**src/rtl/tsc_pkg.sv**
```systemverilog
package tsc_pkg;
   localparam int ADDR_W = 2;

   typedef enum logic [ADDR_W-1:0] {
      REG_CTRL  = 2'd0,
      REG_STEP  = 2'd1,
      REG_LD_LO = 2'd2,
      REG_LD_HI = 2'd3
   } reg_addr_e;

   localparam int CTRL_RUN_BIT   = 0;
   localparam int CTRL_SNAP_BIT  = 1;
   localparam int CTRL_APPLY_BIT = 2;
   localparam int STEP_SLOW_LSB  = 16;
endpackage

```
**src/rtl/tsc_regs.sv**
```systemverilog
module tsc_regs
   import tsc_pkg::*;
#(
   parameter int DATA_W   = 32,
   parameter int CNT_W    = 64,
   parameter int STEP_W   = 10,
   parameter int RST_FAST = 1,
   parameter int RST_SLOW = 2
) (
   input  logic              clk,
   input  logic              rst_n,
   input  logic              wr_en,
   input  logic [ADDR_W-1:0] wr_addr,
   input  logic [DATA_W-1:0] wr_data,
   output logic              run_en,
   output logic              snap_req,
   output logic              apply_req,
   output logic [STEP_W-1:0] step_fast,
   output logic [STEP_W-1:0] step_slow,
   output logic [CNT_W-1:0]  load_val
);
   localparam int NHALF = CNT_W / DATA_W;

   logic hit_ctrl, hit_step;
   logic run_q;
   logic [STEP_W-1:0] fast_q, slow_q;

   assign hit_ctrl = wr_en && (wr_addr == REG_CTRL);
   assign hit_step = wr_en && (wr_addr == REG_STEP);

   assign snap_req  = hit_ctrl && wr_data[CTRL_SNAP_BIT];
   assign apply_req = hit_ctrl && wr_data[CTRL_APPLY_BIT];

   always_ff @(posedge clk or negedge rst_n) begin
      if (!rst_n) begin
         run_q <= 1'b0;
      end else if (hit_ctrl) begin
         run_q <= wr_data[CTRL_RUN_BIT];
      end
   end

   always_ff @(posedge clk or negedge rst_n) begin
      if (!rst_n) begin
         fast_q <= STEP_W'(RST_FAST);
         slow_q <= STEP_W'(RST_SLOW);
      end else if (hit_step) begin
         fast_q <= wr_data[STEP_W-1:0];
         slow_q <= wr_data[STEP_SLOW_LSB +: STEP_W];
      end
   end

   for (genvar g = 0; g < NHALF; g++) begin : g_stage
      logic [DATA_W-1:0] half_q;
      logic              hit_half;
      assign hit_half = wr_en && (wr_addr == ADDR_W'(int'(REG_LD_LO) + g));
      always_ff @(posedge clk or negedge rst_n) begin
         if (!rst_n) begin
            half_q <= '0;
         end else if (hit_half) begin
            half_q <= wr_data;
         end
      end
      assign load_val[g*DATA_W +: DATA_W] = half_q;
   end

   assign run_en    = run_q;
   assign step_fast = fast_q;
   assign step_slow = slow_q;
endmodule

```
**src/rtl/tsc_count.sv**
```systemverilog
module tsc_count #(
   parameter int CNT_W     = 64,
   parameter int STEP_W    = 10,
   parameter bit SPLIT_ADD = 1'b1
) (
   input  logic              clk,
   input  logic              rst_n,
   input  logic              run_en,
   input  logic              src_slow,
   input  logic [STEP_W-1:0] step_fast,
   input  logic [STEP_W-1:0] step_slow,
   input  logic              apply_req,
   input  logic [CNT_W-1:0]  load_val,
   output logic [CNT_W-1:0]  cnt
);
   localparam int PAD_W = CNT_W - STEP_W;

   logic [CNT_W-1:0] cnt_q, step_ext, sum;
   logic [STEP_W-1:0] step_sel;

   assign step_sel = src_slow ? step_slow : step_fast;
   assign step_ext = {{PAD_W{1'b0}}, step_sel};

   if (SPLIT_ADD) begin : g_split
      localparam int LO_W = CNT_W / 2;
      localparam int HI_W = CNT_W - LO_W;
      logic [LO_W:0]   lo_sum;
      logic [HI_W-1:0] hi_sum;
      assign lo_sum = {1'b0, cnt_q[LO_W-1:0]} + {1'b0, step_ext[LO_W-1:0]};
      assign hi_sum = cnt_q[CNT_W-1:LO_W] + step_ext[CNT_W-1:LO_W] + HI_W'(lo_sum[LO_W]);
      assign sum    = {hi_sum, lo_sum[LO_W-1:0]};
   end else begin : g_flat
      assign sum = cnt_q + step_ext;
   end

   always_ff @(posedge clk or negedge rst_n) begin
      if (!rst_n) begin
         cnt_q <= '0;
      end else if (apply_req) begin
         cnt_q <= load_val;
      end else if (run_en) begin
         cnt_q <= sum;
      end
   end

   assign cnt = cnt_q;
endmodule

```
**src/rtl/tsc_snap.sv**
```systemverilog
module tsc_snap #(
   parameter int CNT_W  = 64,
   parameter int DATA_W = 32
) (
   input  logic              clk,
   input  logic              rst_n,
   input  logic              snap_req,
   input  logic [CNT_W-1:0]  cnt,
   output logic [DATA_W-1:0] snap_lo,
   output logic [DATA_W-1:0] snap_hi,
   output logic              snap_valid
);
   logic [CNT_W-1:0] hold_q;
   logic             pend_q, valid_q;

   always_ff @(posedge clk or negedge rst_n) begin
      if (!rst_n) begin
         hold_q <= '0;
      end else if (snap_req) begin
         hold_q <= cnt;
      end
   end

   always_ff @(posedge clk or negedge rst_n) begin
      if (!rst_n) begin
         pend_q  <= 1'b0;
         valid_q <= 1'b0;
      end else begin
         pend_q  <= snap_req;
         valid_q <= !snap_req && (pend_q || valid_q);
      end
   end

   assign snap_lo    = hold_q[DATA_W-1:0];
   assign snap_hi    = hold_q[CNT_W-1:DATA_W];
   assign snap_valid = valid_q;
endmodule

```
**src/rtl/tsc_top.sv**
```systemverilog
module tsc_top
   import tsc_pkg::*;
#(
   parameter int DATA_W    = 32,
   parameter int CNT_W     = 64,
   parameter int STEP_W    = 10,
   parameter int RST_FAST  = 1,
   parameter int RST_SLOW  = 2,
   parameter bit SPLIT_ADD = 1'b1
) (
   input  logic              clk,
   input  logic              rst_n,
   input  logic              wr_en,
   input  logic [1:0]        wr_addr,
   input  logic [31:0]       wr_data,
   input  logic              src_slow,
   output logic [31:0]       snap_lo,
   output logic [31:0]       snap_hi,
   output logic              snap_valid
);
   if (CNT_W != 2 * DATA_W) begin : g_bad_width
      $error("tsc_top: CNT_W must be twice DATA_W");
   end
   if (DATA_W != 32) begin : g_bad_data
      $error("tsc_top: port widths assume DATA_W of 32");
   end
   if (STEP_W < 1 || STEP_W > STEP_SLOW_LSB) begin : g_bad_step
      $error("tsc_top: STEP_W must lie in 1..16");
   end
   if (RST_FAST >= (1 << STEP_W) || RST_SLOW >= (1 << STEP_W)) begin : g_bad_rst
      $error("tsc_top: reset steps do not fit STEP_W");
   end

   logic              run_en, snap_req, apply_req;
   logic [STEP_W-1:0] step_fast, step_slow;
   logic [CNT_W-1:0]  load_val, cnt_q;

   tsc_regs #(
      .DATA_W(DATA_W), .CNT_W(CNT_W), .STEP_W(STEP_W),
      .RST_FAST(RST_FAST), .RST_SLOW(RST_SLOW)
   ) u_regs (
      .clk(clk), .rst_n(rst_n), .wr_en(wr_en), .wr_addr(wr_addr),
      .wr_data(wr_data), .run_en(run_en), .snap_req(snap_req),
      .apply_req(apply_req), .step_fast(step_fast), .step_slow(step_slow),
      .load_val(load_val)
   );

   tsc_count #(
      .CNT_W(CNT_W), .STEP_W(STEP_W), .SPLIT_ADD(SPLIT_ADD)
   ) u_count (
      .clk(clk), .rst_n(rst_n), .run_en(run_en), .src_slow(src_slow),
      .step_fast(step_fast), .step_slow(step_slow), .apply_req(apply_req),
      .load_val(load_val), .cnt(cnt_q)
   );

   tsc_snap #(
      .CNT_W(CNT_W), .DATA_W(DATA_W)
   ) u_snap (
      .clk(clk), .rst_n(rst_n), .snap_req(snap_req), .cnt(cnt_q),
      .snap_lo(snap_lo), .snap_hi(snap_hi), .snap_valid(snap_valid)
   );
endmodule

```
**config.mk**
```make
export PLATFORM = sky130hd
export DESIGN_NAME = tsc_top
export DESIGN_NICKNAME = d
export VERILOG_FILES = /design/src/rtl/tsc_pkg.sv /design/src/rtl/tsc_regs.sv /design/src/rtl/tsc_count.sv /design/src/rtl/tsc_snap.sv /design/src/rtl/tsc_top.sv
export SDC_FILE = /design/constraint.sdc
export NUM_CORES = 1
export LEC_CHECK = 0
export BUFFER_PORTS_ARGS = -buffer_cell sky130_fd_sc_hd__buf_2
export CORE_MARGIN = 5
export CORE_UTILIZATION = 63
export CTS_CLUSTER_SIZE = 12
export DETAILED_ROUTE_END_ITERATION = 10
export GPL_TIMING_DRIVEN = 0
export HOLD_SLACK_MARGIN = 0.03
export PLACE_DENSITY = 0.94
export SYNTH_ARGS = -nofsm -noshare
export SYNTH_HDL_FRONTEND = slang
export SYNTH_SLANG_ARGS = --single-unit
```
**constraint.sdc**
```tcl
create_clock -name clk -period 7.9 [get_ports clk]
set_clock_uncertainty 0.1 [all_clocks]
set_input_delay 1.185 -clock clk [delete_from_list [all_inputs] [get_ports clk]]
set_output_delay 1.185 -clock clk [all_outputs]
set_load 0.03 [all_outputs]
```
# Yosys cells after proc, flatten, opt, wreduce, memory -nomap -nowiden
# Cells that the tools add are included.
classes:
  magnitude_cmp: 0
  div: 0
  bitwise_logic: 0
  n_mul: 0
  n_mux: 3
  n_shift: 0
  n_reduce_logical: 11
  add_sub_neg: 2
  n_eq_ne: 3
op_table:
  columns: ["op", "count"]
  rows:
  - ["$mux 64", 2]
  - ["$add 32x10->33", 1]
  - ["$add 32x1->32", 1]
  - ["$mux 10", 1]
  - ["$logic_and 1x1->1", 7]
  - ["$eq 2x2->1 const B", 2]
  - ["$eq 2x1->1 const B", 1]
  - ["$logic_not 2->1", 1]
  - ["$reduce_bool 2->1", 1]
  - ["$logic_not 1->1", 1]
  - ["$logic_or 1x1->1", 1]
word_totals:
  n_memories: 0
  mem_bits_rw: 0
  romBits: 0
  latch_bits: 0
  register_bits: 215
  elab_cells: 28

# Logic depth before layout (Yosys ltp)
# Gate-level depths: netlist (run 1).
logic_depth:
  ltp_word: 5
  depth_mapped: 19
  ltp_nobuf: 18

# Hierarchy
# From an unflattened synthesis (run 1), not the netlist that was laid out.
unflattened:
  cells_unflattened: 804
  area_unflattened_um2: 10304.9
by_module_without_submodules:
  columns: ["mod", "seq_area_each_um2", "area_each_um2", "n_inst", "cells_each"]
  rows:
  - ["tsc_count", 1601.5, 4191.5, 1, 482]
  - ["tsc_regs", 2129.5, 3474.6, 1, 184]
  - ["tsc_snap", 1651.6, 2638.8, 1, 138]

# Worst setup path after synthesis (run 1)
# Ideal clock, no wire load.
synth_timing:
  path_kind: "input port to flip-flop"
  from: "input src_slow"
  to: "register u_count.cnt_q[62], in the netlist u_count.cnt[62]"
  arrival_time_ns: 4.373
  setup_time_ns: 0.132
  n_path_buf: 1
  t_required_ns: 7.668
  path_slack_ns: 3.295
  path_stages: 18
  cell_sequence: "clkbuf_1 mux2_2 ha_1 a21o_1 a21o_1 a21oi_1 nor2_1 nor2_1 nor4_1 ha_1 ha_1 nand4_1 nor2_2 nand4_1 nor2_1 nand4_1 xor2_1 o21ai_1"
synth_between:
  elab_chain_cells: 5
synth_rtl:
  columns: ["item", "line", "text"]
  rows:
  - ["start, declared", "tsc_top.sv:16", "input logic src_slow,"]
  - ["$mux 10", "tsc_count.sv:21", "assign step_sel = src_slow ? step_slow : step_fast;"]
  - ["$add 32x10->33", "tsc_count.sv:29", "assign lo_sum = {1'b0, cnt_q[LO_W-1:0]} + {1'b0, step_ext[LO_W-1:0]};"]
  - ["$add 32x1->32", "tsc_count.sv:30", "assign hi_sum = cnt_q[CNT_W-1:LO_W] + step_ext[CNT_W-1:LO_W] + HI_W'(lo_sum[LO_W]);"]
  - ["$mux 64", "tsc_count.sv:41", "end else if (run_en) begin"]
  - ["$mux 64", "tsc_count.sv:39", "end else if (apply_req) begin"]
  - ["end signal, assigned", "tsc_count.sv:40", "cnt_q <= load_val;"]
  - ["end signal, assigned", "tsc_count.sv:42", "cnt_q <= sum;"]
  - ["end, declared", "tsc_count.sv:18", "logic [CNT_W-1:0] cnt_q, step_ext, sum;"]
# No other way between the ends. The select of a mux whose other input is x is not followed.
# A chain may end at the register's enable or synchronous reset.

# Final worst setup path (run 1)
# Same ends and word-level chain as after synthesis.

==> impl_results.md, run 1 <==
- Hold_buf cts: 0
- R2R Setup Slk: ~3.4 ns
- NumNets Final: 955
- Rows: 45
- Max_cap viols: 0
- CTS root buf: clkbuf_16
- Fmax: 188 MHz
- Register area share after synthesis: roughly 56%
- Num Clock Sinks: 215
- Net Sw Power: 1380 uW
- Setup violators final: 0
- Main synth FF type: dfrtp_1
- Post-Synthesis Cells: 776
- N_diodes: 0
- Worst skew pair latency: 0.51 ns
- Sw frac: between 30% and 40%
- Flop pwr share: 43.3%
- R2r startpoint: u_regs.step_slow[7]
- Mapped Area: roughly 9600 um^2
- Initial antenna violation count: 0
- Post-Layout Cell Count: roughly 1100
- Post-synth EDFFs: 0
- CTS tree: yes
- TNS Setup: 0 ns
- DR vias: 6811
- Clock transition at path regs: 0.06 ns
- Power density over the cells: 350 nW/um^2
- WP buf/inv: 1
- Critical Path End: u_count.cnt[62]
- DP HPWL: 15.9 mm
- Final hold vios: 0
- RSZ-0062 raised after global routing: no
- R2R depth: 16
- Share of cells above drive strength 1: 35.8%
- Largest net degree at the start of global routing: 107
- Worst min-delay path class: register to register
- Mapped Nets: 827
- CTS H-Tree Depth: 1
- Clk network pwr share: 25.2%
- Initial Utilization: 63.7%
- Post_cts resized: 0
- Routability-driven placement congestion ratio: 0.900
- Reg-to-Reg End: u_count.cnt[62]
- Yosys reg bits: around 220
- Ys Warns: 0
- Worst-path fanout max: 10
- Logic pwr share: 31.5%
- DRT Pass-1 Iters: 5
- Async SR Flop Fraction: 100%
- CP top delay family: simple AND/OR/NAND/NOR gates
- Req. time, crit path: slightly above 8 ns
- Worst path depth: 17
- CP Capture Type: register
- Core area: 15100 um^2
- Num ports: 103
- First-pass GRT wire length: 37.7 mm
- Worst-Margin Slew: 0.718 ns
- P_int: 2500 uW
- Syn-to-layout area delta: 15.4%
- Synth cell types: 49
- Num CTS Buffers: 23
- Grt total ovfl: 0
- Max-slew violations: 0
- DRC Markers: 0
- Via/cell ratio: 6.17
- Port Buffers: 101
- Die height: between 100 and 150 um
- Worst Setup SP: src_slow
- Worst slack at placement: between 2 and 2.5 ns
- Post-CTS Repair Setup Buffers: 0
- Routed wire length: ~23 mm
- Crit path kind: primary input to register
- Per-cell routed wire length: 21.0 um
- Commonest cells after routing, fill and taps aside: 213 x dfrtp_1, 159 x mux2_2, 110 x buf_2
- Max incr delay on CP: 0.54 ns
- Critical Path Start Type: primary input
- Lkg Pwr: 0.00492 uW
- Worst setup margin: approximately 2.6 ns
- Synth Area per Inst: roughly 12 um^2
- Total track usage: 26.4%
- Final worst path period need: 5.33 ns
- Die Wd: between 100 and 150 um
- Crit-path cells: clkbuf_1, mux2_2, ha_1, and3_2, nand3_1, nor2_1, nor2_1, nor4_1, ha_1, ha_1, nand4_1, nor2_2, nand4_1, nor2_1, nand4_1, xor2_1, o21ai_1
- Vias in the first global route: 7171
- Total placed cells including tap cells: 1067
- DR iter-0 viols: around 510
- Worst rel slew slack: a little over half
- Status: finished clean
- Fin crit share: 67.4%
- Slowest cell on the critical path: nor4_1
- WP data arrival: approximately 5.6 ns
- Most common cell after layout, fill and taps aside: dfrtp_1
- Max VDD drop: around 0.00027 V
- CTS max path bufs: 3
- Routed Antenna Nets: 0
- Die ar.: 17800 um^2
[synthesized netlist by cell type, types with 2 or more instances]
library cell,number,share of area [%]
nor3_1,8,0.42
nor2_2,4,0.26
nor4_1,6,0.39
mux2i_1,11,1.1
xnor2_1,40,3.6
a221o_1,2,0.21
dfstp_2,2,0.55
o21ai_1,11,0.57
and2_1,4,0.26
inv_1,7,0.27
buf_1,7,0.27
a21oi_1,8,0.42
nand2_1,87,3.4
a21oi_2,2,0.18
a21o_1,6,0.47
ha_1,12,1.6
nor3b_1,2,0.16
nor2_1,25,0.98
and4_1,4,0.36
nand3_1,19,0.99
and3_1,4,0.26
nand3b_1,3,0.23
and3_2,2,0.16
mux2_2,159,19
nand4_2,3,0.39
buf_2,10,0.52
clkbuf_1,15,0.59
dfrtp_1,213,55
nor2b_1,2,0.13
xor2_1,19,1.7
buf_6,2,0.23
o21ai_0,51,2.7
nor4_2,3,0.39
nand4_1,8,0.52
[worst min path at each step]
stage | from | end | slack, ns | depth (start not counted)
2_1_floorplan | u_snap.pend_q | u_snap.snap_valid | 0.34 | 2
3_3_place_gp | u_snap.pend_q | u_snap.snap_valid | 0.35 | 2
3_5_place_dp | u_regs.g_stage[1].half_q[12] | u_count.cnt[44] | 0.37 | 2
4_1_cts | u_regs.g_stage[0].half_q[20] | u_count.cnt[20] | 0.38 | 2
5_1_grt | u_regs.g_stage[0].half_q[20] | u_count.cnt[20] | 0.39 | 2
6_report | u_snap.pend_q | u_snap.snap_valid | 0.37 | 2
[cells by family (layout without fill, tap and decap cells)]
family / after synthesis / after routing / synth area share, %
multiplexers: 170 / 170 / 19.8
adder cells (fa/ha/maj): 13 / 13 / 1.77
XOR/XNOR: 59 / 59 / 5.38
AO/OA/AOI/OAI: 87 / 87 / 5.20
flip-flops: 215 / 215 / 56.0
AND/OR/NAND/NOR: 190 / 190 / 9.90
buffers and inverters: 42 / 181 / 1.94
[through the flow]
step | util, % | hold slack [ns] | instance area [um^2] | total power (uW)
5_1_grt | 73.5 | 0.394 | 11100 | 4070
6_report | 73.5 | 0.374 | 11100 | 3880
2_1_floorplan | - | 0.337 | 9610 | 2510
3_3_place_gp | 68.6 | 0.345 | 10300 | 2820
3_5_place_dp | 69.0 | 0.367 | 10400 | 2890
4_1_cts | 73.5 | 0.384 | 11100 | 3890
[tightest hold or removal path, stage by stage (launching register included)]
cell	delay [ns]
dfrtp_1	0.32
nor2_1	0.04
nor2_1	0.08
[registers in the layout (all words and copies together) (netlist names)]
| name | cells |
|---|---|
| u_count.cnt | 64 |
| u_regs.g_stage.half_q | 64 |
| u_snap.hold_q | 64 |
| u_regs.step_fast | 10 |
| u_regs.step_slow | 10 |
| u_regs.run_en | 1 |
| u_snap.pend_q | 1 |
| u_snap.snap_valid | 1 |
[cell type report]
class / count / area [um^2]
flip-flops and latches: 215 / 5380
clock inverters: 4 / 27.5
inverters: 7 / 26.3
fillers: 922 / 4000
multi-input cells: 519 / 4040
well taps: 188 / 235
plain buffers: 35 / 160
repair buffers: 103 / 571
clock buffers: 32 / 649
[power by group through the flow]
stage | Sequential [uW] | Clock [uW] | Combinational, uW
finish | 1680 | 978 | 1220
global route | 1710 | 1040 | 1310
CTS | 1670 | 991 | 1230
detailed placement | 1680 | 0 | 1210
global placement | 1660 | 0 | 1160
floorplan | 1880 | 0 | 626
[routing by layer]
metal | wire (um) | vias up | global-route usage, %
met3 | 1410 | 68 | 3.74
met2 | 11700 | 317 | 44.9
met4 | 890 | 0 | 10.9
met5 | 0 | - | 0
li1 | - | 2972 | -
met1 | 9190 | 3454 | 34.3
(Power assumes the default switching activity.)
==> run 2: changes to the inputs <==
--- a/config.mk
+++ b/config.mk
@@ -7,12 +7,12 @@
 export LEC_CHECK = 0
 export BUFFER_PORTS_ARGS = -buffer_cell sky130_fd_sc_hd__buf_2
 export CORE_MARGIN = 5
-export CORE_UTILIZATION = 63
+export CORE_UTILIZATION = 59
 export CTS_CLUSTER_SIZE = 12
 export DETAILED_ROUTE_END_ITERATION = 10
 export GPL_TIMING_DRIVEN = 0
 export HOLD_SLACK_MARGIN = 0.03
-export PLACE_DENSITY = 0.94
+export PLACE_DENSITY = 0.89
 export SYNTH_ARGS = -nofsm -noshare
 export SYNTH_HDL_FRONTEND = slang
 export SYNTH_SLANG_ARGS = --single-unit
==> constraint.sdc (replaced) <==
create_clock -name clk -period 5.35 [get_ports clk]
set_clock_uncertainty 0.1 [all_clocks]
set_input_delay 0.8025 -clock clk [delete_from_list [all_inputs] [get_ports clk]]
set_output_delay 0.8025 -clock clk [all_outputs]
set_load 0.03 [all_outputs]
==> impl_results.md, run 2 (synthesis results as in run 1) <==
- Via/cell ratio: 5.83 (was 6.17)
- Final worst path period need: roughly 4.8 ns
- Final hold vios: 0 (unchanged)
- Crit path kind: primary input to register (unchanged)
- Num Clock Sinks: 215 (unchanged)
- Critical Path Start Type: primary input (unchanged)
- TNS Setup: 0 ns (unchanged)
- Commonest cells after routing, fill and taps aside: 213 x dfrtp_1, 159 x mux2_2, 110 x buf_2 (unchanged)
- Max_cap viols: 0 (unchanged)
- Total track usage: 24.4% (was 26.4%)
- Post_cts resized: 0 (unchanged)
- WHS: 0.254 ns (was 0.374 ns)
- Share of cells above drive strength 1: 35.1% (was 35.8%)
- CP top delay family: simple AND/OR/NAND/NOR gates (unchanged)
- Slowest cell on the critical path: clkbuf_1 (was nor4_1)
- DP Area: 10400 um^2 (about the same)
- Initial antenna violation count: 1 (was 0)
- Power density over the cells: 512 nW/um^2 (was 350 nW/um^2)
- Vias in the first global route: 6950 (was 7171)
- DP HPWL: 15.7 mm (was 15.9 mm)
- Power, Total: 5670 uW (was 3880 uW)
- Crit-path cells: clkbuf_1, mux2_2, ha_1, and3_2, nand3_1, nor2_1, nor2_1, nor4_1, ha_1, ha_1, nand4_1, nor2_2, nand4_1, nor2_1, nand4_1, xor2_1, o21ai_1 (unchanged)
- Worst-Margin Slew: 0.869 ns (was 0.718 ns)
- Initial Utilization: 60.3% (was 63.7%)
- Die Wd: 138 um (was 133 um)
- Worst min-delay path class: primary input to asynchronous set/reset pin (was register to register)
- Max VDD drop: 0.000395 V (was 0.000274 V)
- Fin crit share: 89.2%
- Num CTS Buffers: 22 (was 23)
- First-pass GRT wire length: 36.1 mm (was 37.7 mm)
- WP data arrival: 5.03 ns (was 5.59 ns)
- Lkg Pwr: 0.00488 uW (was 0.00492 uW)
- CTS root buf: clkbuf_16 (unchanged)
- Per-cell routed wire length: 19.7 um (was 21.0 um)
- Largest net degree at the start of global routing: 116 (was 107)
- Clock transition at path regs: 0.06 ns (about the same)
- CTS H-Tree Depth: 1 (unchanged)
- Worst setup margin: 0.579 ns (was 2.57 ns)
- DRC Markers: 0 (unchanged)
- Setup violators final: 0 (unchanged)
- RSZ-0062 raised after global routing: no (unchanged)
- Routability-driven placement congestion ratio: 0.854 (was 0.900)
- Worst skew pair latency: 0.50 ns (was 0.51 ns)
- Post-route cell area: 11100 um^2 (about the same)
- WP buf/inv: 1 (unchanged)
- Worst rel slew slack: 42.1% (was 52.1%)
- NumNets Final: 953 (was 955)
- Die height: 138 um (was 133 um)
- Max incr delay on CP: 0.44 ns (was 0.54 ns)
- Die ar.: 18900 um^2 (was 17800 um^2)
- CTS tree: yes (unchanged)
- DR vias: 6600 (was 6811)
- DR iter-0 viols: 438 (was 513)
- Grt total ovfl: 0 (unchanged)
- DRT Pass-1 Iters: 5 (unchanged)
- Post-CTS Repair Setup Buffers: 0 (unchanged)
- Routed wire length: 22.3 mm (was 23.2 mm)
- CP Capture Type: register (unchanged)
- CTS max path bufs: 3 (unchanged)
- Status: finished clean (unchanged)
- Max-slew violations: 0 (unchanged)
- Most common cell after layout, fill and taps aside: dfrtp_1 (unchanged)
- Routed Antenna Nets: 0 (unchanged)
- Rows: 46 (was 45)
- Worst-path fanout max: 10 (unchanged)
- Hold_buf cts: 0 (unchanged)
- Num ports: 103 (unchanged)
- Core area: 15900 um^2 (was 15100 um^2)
- Req. time, crit path: 5.61 ns (was 8.16 ns)
- Worst slack at placement: 0.0960 ns (was 2.31 ns)
- Port Buffers: 101 (unchanged)
- Fmax: 210 MHz
- Syn-to-layout area delta: 15.1% (was 15.4%)
==> run 2: changes by cell type in the layout (fill, tap and decap cells not counted) <==
| cell | previous run | this run |
|---|---|---|
| clkbuf_1 | 20 | 27 |
| clkbuf_8 | 4 | 1 |
| buf_16 | 2 | 1 |
| clkinv_2 | 2 | 1 |
| clkinv_4 | 1 | 0 |
| diode_2 | 0 | 1 |
| inv_6 | 1 | 0 |
==> run 2: cell type report <==
cell class / instances / area (um^2)
repair buffers: 102 / 543
well taps: 216 / 270
fillers: 1087 / 4880
diodes: 1 / 2.50
multi-input cells: 519 / 4040
flip-flops and latches: 215 / 5380
inverters: 7 / 26.3
plain buffers: 35 / 160
clock buffers: 36 / 634
clock inverters: 1 / 5.00
==> run 2: final timing paths <==
path / from / end / slack, ns / depth (start not counted)
setup / recovery: src_slow / u_count.cnt[62] / 0.58 / 17
hold / removal: rst_n / u_snap.snap_valid / 0.25 / 1
setup reg to reg: u_regs.step_slow[7] / u_count.cnt[62] / 1.00 / 16
hold reg to reg: u_regs.g_stage[1].half_q[13] / u_count.cnt[45] / 0.38 / 2
max in group asynchronous: rst_n / u_count.cnt[7] / 3.95 / 2
min in group clk: u_regs.g_stage[1].half_q[13] / u_count.cnt[45] / 0.38 / 2
==> run 2: through the flow <==
| stage | instances | utilization [%] |
|---|---|---|
| floorplan | 776 | - |
| detailed placement | 1094 | 65.4 |
| CTS | 1131 | 69.4 |
| global placement | 1093 | 65.1 |
| finish | 1132 | 69.4 |
| global route | 1131 | 69.4 |
==> run 2: per-layer routing <==
metal | GRT usage, % | up-vias | wire, um
met4 | 8.87 | 0 | 845
met3 | 3.80 | 56 | 1290
met1 | 31.9 | 3340 | 9110
met2 | 41.3 | 224 | 11100
met5 | 0 | - | 0
li1 | - | 2980 | -
==> run 2: power by group <==
part	switching (uW)	total, uW	internal [uW]
sequential	365	2470	2100
combinational	1040	1790	748
clock	603	1410	804
total	2010	5670	3650
